<file path="config.mk">
export PLATFORM = sky130hd
export DESIGN_NAME = dbuf_blit_scan
export DESIGN_NICKNAME = d
export VERILOG_FILES = /design/src/rtl/dbuf_blit_scan.sv
export SDC_FILE = /design/constraint.sdc
export NUM_CORES = 1
export LEC_CHECK = 0
export CAP_MARGIN = 20
export CELL_PAD_IN_SITES_DETAIL_PLACEMENT = 1
export CELL_PAD_IN_SITES_GLOBAL_PLACEMENT = 2
export CORE_MARGIN = 2
export CORE_UTILIZATION = 50
export DETAILED_ROUTE_END_ITERATION = 10
export DONT_BUFFER_PORTS = 1
export HOLD_SLACK_MARGIN = 0.03
export PLACE_DENSITY = 0.81
export SYNTH_ARGS = -nofsm -noshare
export SYNTH_HDL_FRONTEND = slang
export SYNTH_SLANG_ARGS = --single-unit
</file>
<file path="constraint.sdc">
create_clock -name clk -period 3.34 [get_ports clk]
set_input_delay 0.501 -clock clk [delete_from_list [all_inputs] [get_ports clk]]
set_output_delay 0.501 -clock clk [all_outputs]
set_load 0.1 [all_outputs]
</file>
<file path="src/rtl/dbuf_blit_scan.sv">
module dbuf_blit_scan #(
  parameter int H_PIX   = 8,
  parameter int V_LINES = 4,
  parameter int PIX_W   = 8,
  localparam int FRAME  = H_PIX * V_LINES,
  localparam int ADDR_W = $clog2(FRAME),
  localparam int CNT_W  = $clog2(FRAME + 1),
  localparam int CP_W   = (PIX_W > ADDR_W + CNT_W) ? PIX_W : ADDR_W + CNT_W
) (
  input  logic             clk,
  input  logic             rst_n,
  input  logic             eof_valid,
  input  logic             eof_flag,
  output logic             eof_ready,
  input  logic             cp_valid,
  input  logic [CP_W-1:0]  cp_data,
  output logic             cp_ready,
  output logic             sof_valid,
  input  logic             sof_ready,
  input  logic             pix_tick,
  output logic [PIX_W-1:0] pix_out,
  output logic             pix_valid,
  output logic             line_start,
  output logic             front_bank
);
  localparam int XW    = (H_PIX > 1) ? $clog2(H_PIX) : 1;
  localparam int IDX_W = $clog2(2 * FRAME);

  typedef enum logic [1:0] {B_FLAG, B_CMD, B_PIX, B_WAIT} bst_t;

  bst_t              bst;
  logic [ADDR_W-1:0] waddr, raddr;
  logic [CNT_W-1:0]  wcnt;
  logic [XW-1:0]     xcnt;
  logic              s_run;
  logic [PIX_W-1:0]  mem [2*FRAME];

  function automatic logic [ADDR_W-1:0] step(input logic [ADDR_W-1:0] a);
    return (a == ADDR_W'(FRAME - 1)) ? '0 : a + 1'b1;
  endfunction

  assign eof_ready = (bst == B_FLAG);
  assign cp_ready  = (bst == B_CMD) || (bst == B_PIX);
  assign sof_valid = !s_run;

  wire               px_go   = s_run && pix_tick;
  wire               last_px = px_go && (raddr == ADDR_W'(FRAME - 1));
  wire               swap    = last_px && (bst == B_WAIT);
  wire               wr_en   = (bst == B_PIX) && cp_valid;
  wire [ADDR_W-1:0]  c_addr  = cp_data[ADDR_W-1:0];
  wire [CNT_W-1:0]   c_cnt   = cp_data[ADDR_W+CNT_W-1:ADDR_W];
  wire [IDX_W-1:0]   wr_idx  = front_bank ? IDX_W'(waddr) : IDX_W'(FRAME) + IDX_W'(waddr);
  wire [IDX_W-1:0]   rd_idx  = front_bank ? IDX_W'(FRAME) + IDX_W'(raddr) : IDX_W'(raddr);

  always_ff @(posedge clk) begin
    if (!rst_n) begin
      bst   <= B_FLAG;
      waddr <= '0;
      wcnt  <= '0;
    end else begin
      case (bst)
        B_FLAG: if (eof_valid) bst <= eof_flag ? B_WAIT : B_CMD;
        B_CMD: if (cp_valid) begin
          waddr <= c_addr;
          wcnt  <= c_cnt;
          bst   <= (c_cnt == '0) ? B_FLAG : B_PIX;
        end
        B_PIX: if (cp_valid) begin
          waddr <= step(waddr);
          wcnt  <= wcnt - 1'b1;
          if (wcnt == CNT_W'(1)) bst <= B_FLAG;
        end
        B_WAIT: if (swap) bst <= B_FLAG;
        default: bst <= B_FLAG;
      endcase
    end
  end

  always_ff @(posedge clk) begin
    if (!rst_n) begin
      s_run      <= 1'b0;
      raddr      <= '0;
      xcnt       <= '0;
      front_bank <= 1'b0;
      pix_valid  <= 1'b0;
      line_start <= 1'b0;
    end else begin
      pix_valid  <= px_go;
      line_start <= px_go && (xcnt == '0);
      if (swap) front_bank <= ~front_bank;
      if (!s_run) begin
        if (sof_ready) begin
          s_run <= 1'b1;
          raddr <= '0;
          xcnt  <= '0;
        end
      end else if (pix_tick) begin
        raddr <= step(raddr);
        xcnt  <= (xcnt == XW'(H_PIX - 1)) ? '0 : xcnt + 1'b1;
        if (last_px) s_run <= 1'b0;
      end
    end
  end

  always_ff @(posedge clk) begin
    if (wr_en) mem[wr_idx] <= cp_data[PIX_W-1:0];
    if (px_go) pix_out <= mem[rd_idx];
  end
endmodule

</file>
==> key figures, run 1 <==
GRT
  • Grt peak-use layer: met2
  • Vias in the first global route: 11400
  • Largest net degree at the start of global routing: 67
  • Met2 Use GR: 0.405
  • Gr ovfl total: 0
  • Initial antenna violation count: 1
  • Met3 Usage GRT: 0.0467
  • First-pass GRT wire length: 79.2 mm
  • Met1 usage: 0.343
  • GRT Resource Usage Total: 0.250

Worst setup path
  • Reg-to-reg setup timing slack: 0.62 ns
  • Worst Path Max Fanout: 25
  • Startpoint types: flip-flop
  • Required @ worst endpoint: 3.68 ns
  • Crit path capture type: flip-flop
  • Critical path class: reg -> reg
  • Worst EP arrival: 3.06 ns

Synth
  • Top FF cell, synth: edfxtp_1
  • Register bit total from synthesis: 545
  • Number of flops mapped to enable cells by yosys: 520
  • Mapped cell area: 21500 um^2
  • Yosys top cell area share: 0.726
  • Syn Nets: 1102
  • Synth area leaders: edfxtp_1, mux4_2, dfxtp_1
  • Synth warn: 0
  • Seq/Total Area, Yosys: 0.749
  • Leading area contributor after synthesis: edfxtp_1
  • Cells after Synth: 1071
  • Unique cell type count in the Yosys netlist: 47
  • Avg Synthesized Cell Area: 20.1 um^2
  • Async set-reset flop share out of synthesis: 0

Layout
  • Nets: 1194
  • Commonest non-fill, non-tap cell in the layout: edfxtp_1
  • Most frequent cells in the layout: edfxtp_1, mux4_2, nor2_1
  • Final instance area: 24700 um^2
  • Share of cells above drive strength 1: 0.254
  • Area delta synth->final: 14.9%
  • Antenna cells: 0

Hold path
  • Worst Hold Class: in -> reg

STA
  • Slew HR: 0.278
  • Max-slew violation count: 0
  • Layout Skew: 0.0208 ns
  • Min cycle time layout: 2.72 ns
  • Total negative slack: 0 ns
  • Worst slew pin tran: 1.09 ns
  • Final setup fails: 0
  • Endpoints failing hold: 0
  • Max Freq: 368 MHz
  • RSZ-0062 raised after global routing: no
  • Fin crit share: 0.813

Floorplanning
  • Chip Width: 211 um
  • # rows: 75
  • Ports: 32
  • Die footprint: 44700 um^2
  • Die Ht: 211 um
  • Initial Utilization: 0.509
  • Core box area: 42200 um^2

Power
  • P_leak: 7.77 nW
  • Peak supply drop: 457 uV
  • Pwr Density: 619 nW/um^2

Detailed routing
  • Starting DRT DRC Count: 1269
  • Routed len/inst: 30.8 um
  • Via density: 6.22
  • DR DRC count: 0
  • Final wirelength: 53.8 mm
  • Post-DRT Antenna Nets: 0
  • DR pass1 iterations: 5
  • Vias: 10900

Flow run
  • Max-cap violations: 0

Clock network
  • Post-CTS Setup Bufs: 0
  • Clock Pin Slew Worst Setup and Hold Paths: 0.06 ns
  • Clock sinks: 545
  • CTS buffer count: 55
  • Clock Latency Late Sink: 0.61 ns
  • CTS root buffer: clkbuf_16
  • CTS tree: built
  • H-Tree Depth: 2
  • CTS Buffer Depth: 3

Run status
  • Outcome: completed

Placement
  • Post-DP HPWL: 31.9 mm
  • GP Congestion: 0.791
  • DP Area: 22600 um^2
  • I/O Buffers: 0
-- worst max-delay path: stages (launching register included) --
cell and delay, ns:
dfxtp_4 0.51, buf_12 0.26, buf_4 0.38, mux4_2 0.56, mux2i_1 0.20, a211oi_1 0.11, o21ai_0 0.29, o31ai_1 0.13
-- cells by family (layout without fill, tap and decap cells) --
logic type / Yosys count / count (layout) / share of synthesized area
AO/OA/AOI/OAI: 109 / 109 / 0.0320
adder cells (fa/ha/maj): 13 / 13 / 0.00756
AND/OR/NAND/NOR: 167 / 167 / 0.0344
multiplexers: 168 / 168 / 0.158
XOR/XNOR: 1 / 1 / 0.000407
buffers and inverters: 68 / 206 / 0.0180
flip-flops: 545 / 545 / 0.749
-- registers in the layout (all words and copies together) (netlist names) --
signal,count
line_start,1
mem,512
front_bank,1
pix_valid,1
bst,2
xcnt,3
wcnt,6
raddr,5
s_run,1
pix_out,8
waddr,5
-- worst paths after layout --
check / startpoint / endpoint / depth (start not counted)
worst max-delay path: raddr[1] / pix_out[2] / 7
worst min-delay path: sof_ready / s_run / 2
worst max register to register: raddr[1] / pix_out[2] / 7
worst min register to register: wcnt[4] / wcnt[4] / 2
-- per-layer routing --
metal,vias up,wire [um]
met1,5794,22000
met3,90,3600
met4,0,1840
met2,403,26400
li1,4588,-
met5,-,0
-- timing repair --
| action | CTS | global route |
|---|---|---|
| endpoints found under the hold margin | 514 | 0 |
| gates resized for setup | 0 | 0 |
| hold buffers | 9 | 0 |
-- cell usage after synthesis (all sizes together), types with 13 or more instances --
| master | n |
|---|---|
| mux4 | 134 |
| edfxtp | 520 |
| mux2i | 30 |
| nor2 | 103 |
| clkbuf | 20 |
| o21ai | 29 |
| ha | 13 |
| nand2 | 22 |
| buf | 35 |
| a21oi | 25 |
| dfxtp | 25 |
| a211oi | 15 |
-- per-stage QoR --
stage / cells / hold WS (ns) / power [mW] / utilization / worst slack (ns)
3_3_place_gp: 1636 / 0.486 / 8.66 / 0.534 / 0.694
4_1_cts: 1748 / 0.0326 / 15.4 / 0.585 / 0.615
6_report: 1748 / 0.0637 / 15.3 / 0.585 / 0.623
3_5_place_dp: 1636 / 0.497 / 8.68 / 0.534 / 0.649
2_1_floorplan: 1071 / 0.469 / 8.46 / - / 0.908
5_1_grt: 1748 / 0.0883 / 15.7 / 0.585 / 0.433
-- power breakdown --
group,total (mW),switching [mW],internal (mW)
Combinational,1.01,0.677,0.329
Sequential,7.67,0.122,7.55
Clock,6.61,2.60,4.01
-- final cells by class --
class / count / area, um^2
inverter: 13 / 48.8
multi-input combinational: 458 / 5010
sequential: 545 / 16100
clock buffer: 70 / 1450
timing repair buffer: 90 / 926
clock inverter: 33 / 480
fill: 3574 / 17500
tap: 539 / 674
(Power assumes the default switching activity.)
==> inputs of run 2 (changes only) <==
Clock period 3.34 ns to 2.68 ns, I/O delays scaled along.
==> run 2 against run 1 <==
Effect of this change: worst setup slack lost 0.51 ns; sequential power rose by 24%; critical path type unchanged; fmax rose by 5.9%; wire length shrank 0.75%; first-iteration DRC count up 0.95%; global-route usage barely moved; clock power up 13%; cell count is 2.2% higher; largest power group unchanged; via count rose by 1.7%; sequential share of layout area decreased by 0.42 points; design area is 0.64% higher.
==> key figures, run 2 (synthesized netlist as in run 1, its figures left out) <==
Power
  • Peak supply drop: 722 uV (was 457 uV)
  • Sw frac: 0.222 (about the same)
  • Internal: 14.2 mW (was 11.9 mW)
  • Sequential share of power: 0.521 (was 0.502)
  • P_leak: 7.91 nW (was 7.77 nW)
  • Net Switching: 4.06 mW (was 3.40 mW)
  • Clk pwr share: 0.407 (was 0.432)
  • Combinational share of power: 0.071 (was 0.066)
  • Pwr Density: 735 nW/um^2 (was 619 nW/um^2)

STA
  • Worst setup margin: 0.113 ns (was 0.623 ns)
  • Total negative slack: 0 ns (unchanged)
  • Max-slew violation count: 0 (unchanged)
  • Fin crit share: 0.958 (was 0.813)
  • Final setup fails: 0 (unchanged)
  • Worst slew pin tran: 1.07 ns (was 1.09 ns)
  • Min cycle time layout: 2.57 ns (was 2.72 ns)
  • RSZ-0062 raised after global routing: no (unchanged)
  • Layout Skew: 0.0197 ns (was 0.0208 ns)
  • Endpoints failing hold: 0 (unchanged)
  • Slew HR: 0.286 (was 0.278)
  • Max Freq: 390 MHz (was 368 MHz)

Layout
  • Area delta synth->final: 15.6% (was 14.9%)
  • Max reg flops: 512 (unchanged)
  • Final instance area: 24900 um^2 (was 24700 um^2)
  • Antenna cells: 0 (unchanged)
  • Nets: 1233 (was 1194)
  • Most frequent cells in the layout: edfxtp_1, mux4_2, buf_4 (was edfxtp_1, mux4_2, nor2_1)
  • Share of cells above drive strength 1: 0.268 (was 0.254)
  • Commonest non-fill, non-tap cell in the layout: edfxtp_1 (unchanged)
  • Top reg by flops: mem (unchanged)
  • Largest registers: mem (512), pix_out (8), wcnt (6) (unchanged)

Detailed routing
  • Post-DRT Antenna Nets: 0 (unchanged)
  • Vias: 11100 (was 10900)
  • DR pass1 iterations: 5 (unchanged)
  • Final wirelength: 53.4 mm (was 53.8 mm)
  • Via density: 6.19 (was 6.22)
  • Routed len/inst: 29.9 um (was 30.8 um)
  • DR DRC count: 0 (unchanged)
  • Starting DRT DRC Count: 1281 (was 1269)

Worst setup path
  • Crit path capture type: flip-flop (unchanged)
  • Worst path most repeated cell: o21ai_0
  • R2R Path Start: raddr[4] (was raddr[1])
  • Critical path class: reg -> reg (unchanged)
  • Required @ worst endpoint: 3.00 ns (was 3.68 ns)
  • Worst EP arrival: 2.88 ns (was 3.06 ns)
  • Worst Path Max Fanout: 20 (was 25)
  • RR Endpoint: pix_out[2] (unchanged)
  • Setup crit start: raddr[4] (was raddr[1])
  • Reg-to-reg setup timing slack: 0.11 ns (was 0.62 ns)
  • CP max stage delay: 0.47 ns (was 0.56 ns)
  • Crit-path cells: buf_4 > nand2b_1 > o21ai_0 > a21oi_1 > o21ai_0 > o31ai_1 (was buf_12 > buf_4 > mux4_2 > mux2i_1 > a211oi_1 > o21ai_0 > o31ai_1)
  • Startpoint types: flip-flop (unchanged)
  • Slowest CP cell: nand2b_1 (was mux4_2)
  • R2R depth: 6 (was 7)

Clock network
  • Clock Latency Late Sink: 0.60 ns (was 0.61 ns)
  • CTS Buffer Depth: 3 (unchanged)
  • CTS tree: built (unchanged)
  • Clock Pin Slew Worst Setup and Hold Paths: 0.06 ns (about the same)
  • Clock sinks: 545 (unchanged)
  • CTS root buffer: clkbuf_16 (unchanged)
  • CTS buffer count: 54 (was 55)
  • Post-CTS Setup Bufs: 0 (unchanged)
  • H-Tree Depth: 2 (unchanged)

GRT
  • Initial antenna violation count: 1 (unchanged)
  • Largest net degree at the start of global routing: 66 (was 67)
  • First-pass GRT wire length: 79.4 mm (was 79.2 mm)
  • Vias in the first global route: 11700 (was 11400)
  • GRT Resource Usage Total: 0.249 (was 0.250)
  • Gr ovfl total: 0 (unchanged)

Floorplanning
  • Chip Width: 211 um (unchanged)
  • Die Ht: 211 um (unchanged)
  • Initial Utilization: 0.509 (unchanged)
  • # rows: 75 (unchanged)
  • Ports: 32 (unchanged)
  • Core box area: 42200 um^2 (unchanged)
  • Die footprint: 44700 um^2 (unchanged)

Hold path
  • Cell count of the worst hold path: 2 (unchanged)
  • Hold Crit Start: cp_data[0] (was sof_ready)
  • Hold path endpoint: waddr[0] (was s_run)
  • Worst Hold Class: in -> reg (unchanged)

Placement
  • I/O Buffers: 0 (unchanged)
  • DP Area: 22800 um^2 (was 22600 um^2)
  • Post-DP HPWL: 32.4 mm (was 31.9 mm)
  • GP Congestion: 0.794 (was 0.791)
  • Worst Setup Slack post-DPL: 0.00826 ns (was 0.649 ns)

Run status
  • Outcome: completed (unchanged)

Flow run
  • Max-cap violations: 0 (unchanged)
==> run 2: worst max-delay path by stage <==
stage | endpoint | slack [ns] | cells after the start
4_1_cts | pix_out[3] | 0.03 | 5
3_3_place_gp | pix_out[3] | 0.04 | 5
3_5_place_dp | pix_out[4] | 0.008 | 5
2_1_floorplan | mem[7][0] | 0.25 | 3
5_1_grt | pix_out[3] | 0.05 | 7
6_report | pix_out[2] | 0.11 | 6
==> run 2: metrics by stage <==
| stage | utilization | cells | power (mW) | hold slack (ns) |
|---|---|---|---|---|
| floorplan | - | 1071 | 10.5 | 0.469 |
| global placement | 0.541 | 1671 | 10.8 | 0.491 |
| detailed placement | 0.541 | 1671 | 10.8 | 0.504 |
| CTS | 0.589 | 1786 | 18.4 | 0.0435 |
| global route | 0.589 | 1786 | 18.8 | 0.0738 |
| finish | 0.589 | 1786 | 18.3 | 0.0706 |
==> run 2: per-layer routing <==
layer  vias to the layer above  track usage  routed length (um)
met1                      5910        0.346               22200
met3                       106       0.0546                3670
met5                         -            0                  16
met4                         2       0.0867                1850
li1                       4670            -                   -
met2                       368        0.396               25700
==> run 2: worst max-delay path, delay by kind of cell (launching register included) <==
family	cells	cell delay, ns
flops	1	0.35
compound gates	4	1.13
buf+inv	1	0.34
simple gates	1	0.47
==> run 2: final cells by class <==
type | instances | area (um^2)
Clock inverter | 28 | 223
Clock buffer | 73 | 1530
Fill cell | 3623 | 17400
Sequential cell | 545 | 16100
Timing Repair Buffer | 130 | 1260
Tap cell | 539 | 674
Multi-Input combinational cell | 458 | 5010
Inverter | 13 | 48.8
==> run 2: timing repair <==
item | 4_1_cts | 5_1_grt
gates cloned | 0 | 0
hold endpoints to repair | 516 | 0
hold buffers | 14 | 0
resized for setup | 1 | 2
endpoints found under the setup margin | 1 | 2
==> run 2: power by group through the flow <==
stage | clock network, mW | logic [mW] | registers (mW)
CTS | 7.56 | 1.32 | 9.52
finish | 7.44 | 1.31 | 9.53
detailed placement | 0 | 1.13 | 9.71
global placement | 0 | 1.10 | 9.70
floorplan | 0 | 0.864 | 9.68
global route | 7.84 | 1.42 | 9.53
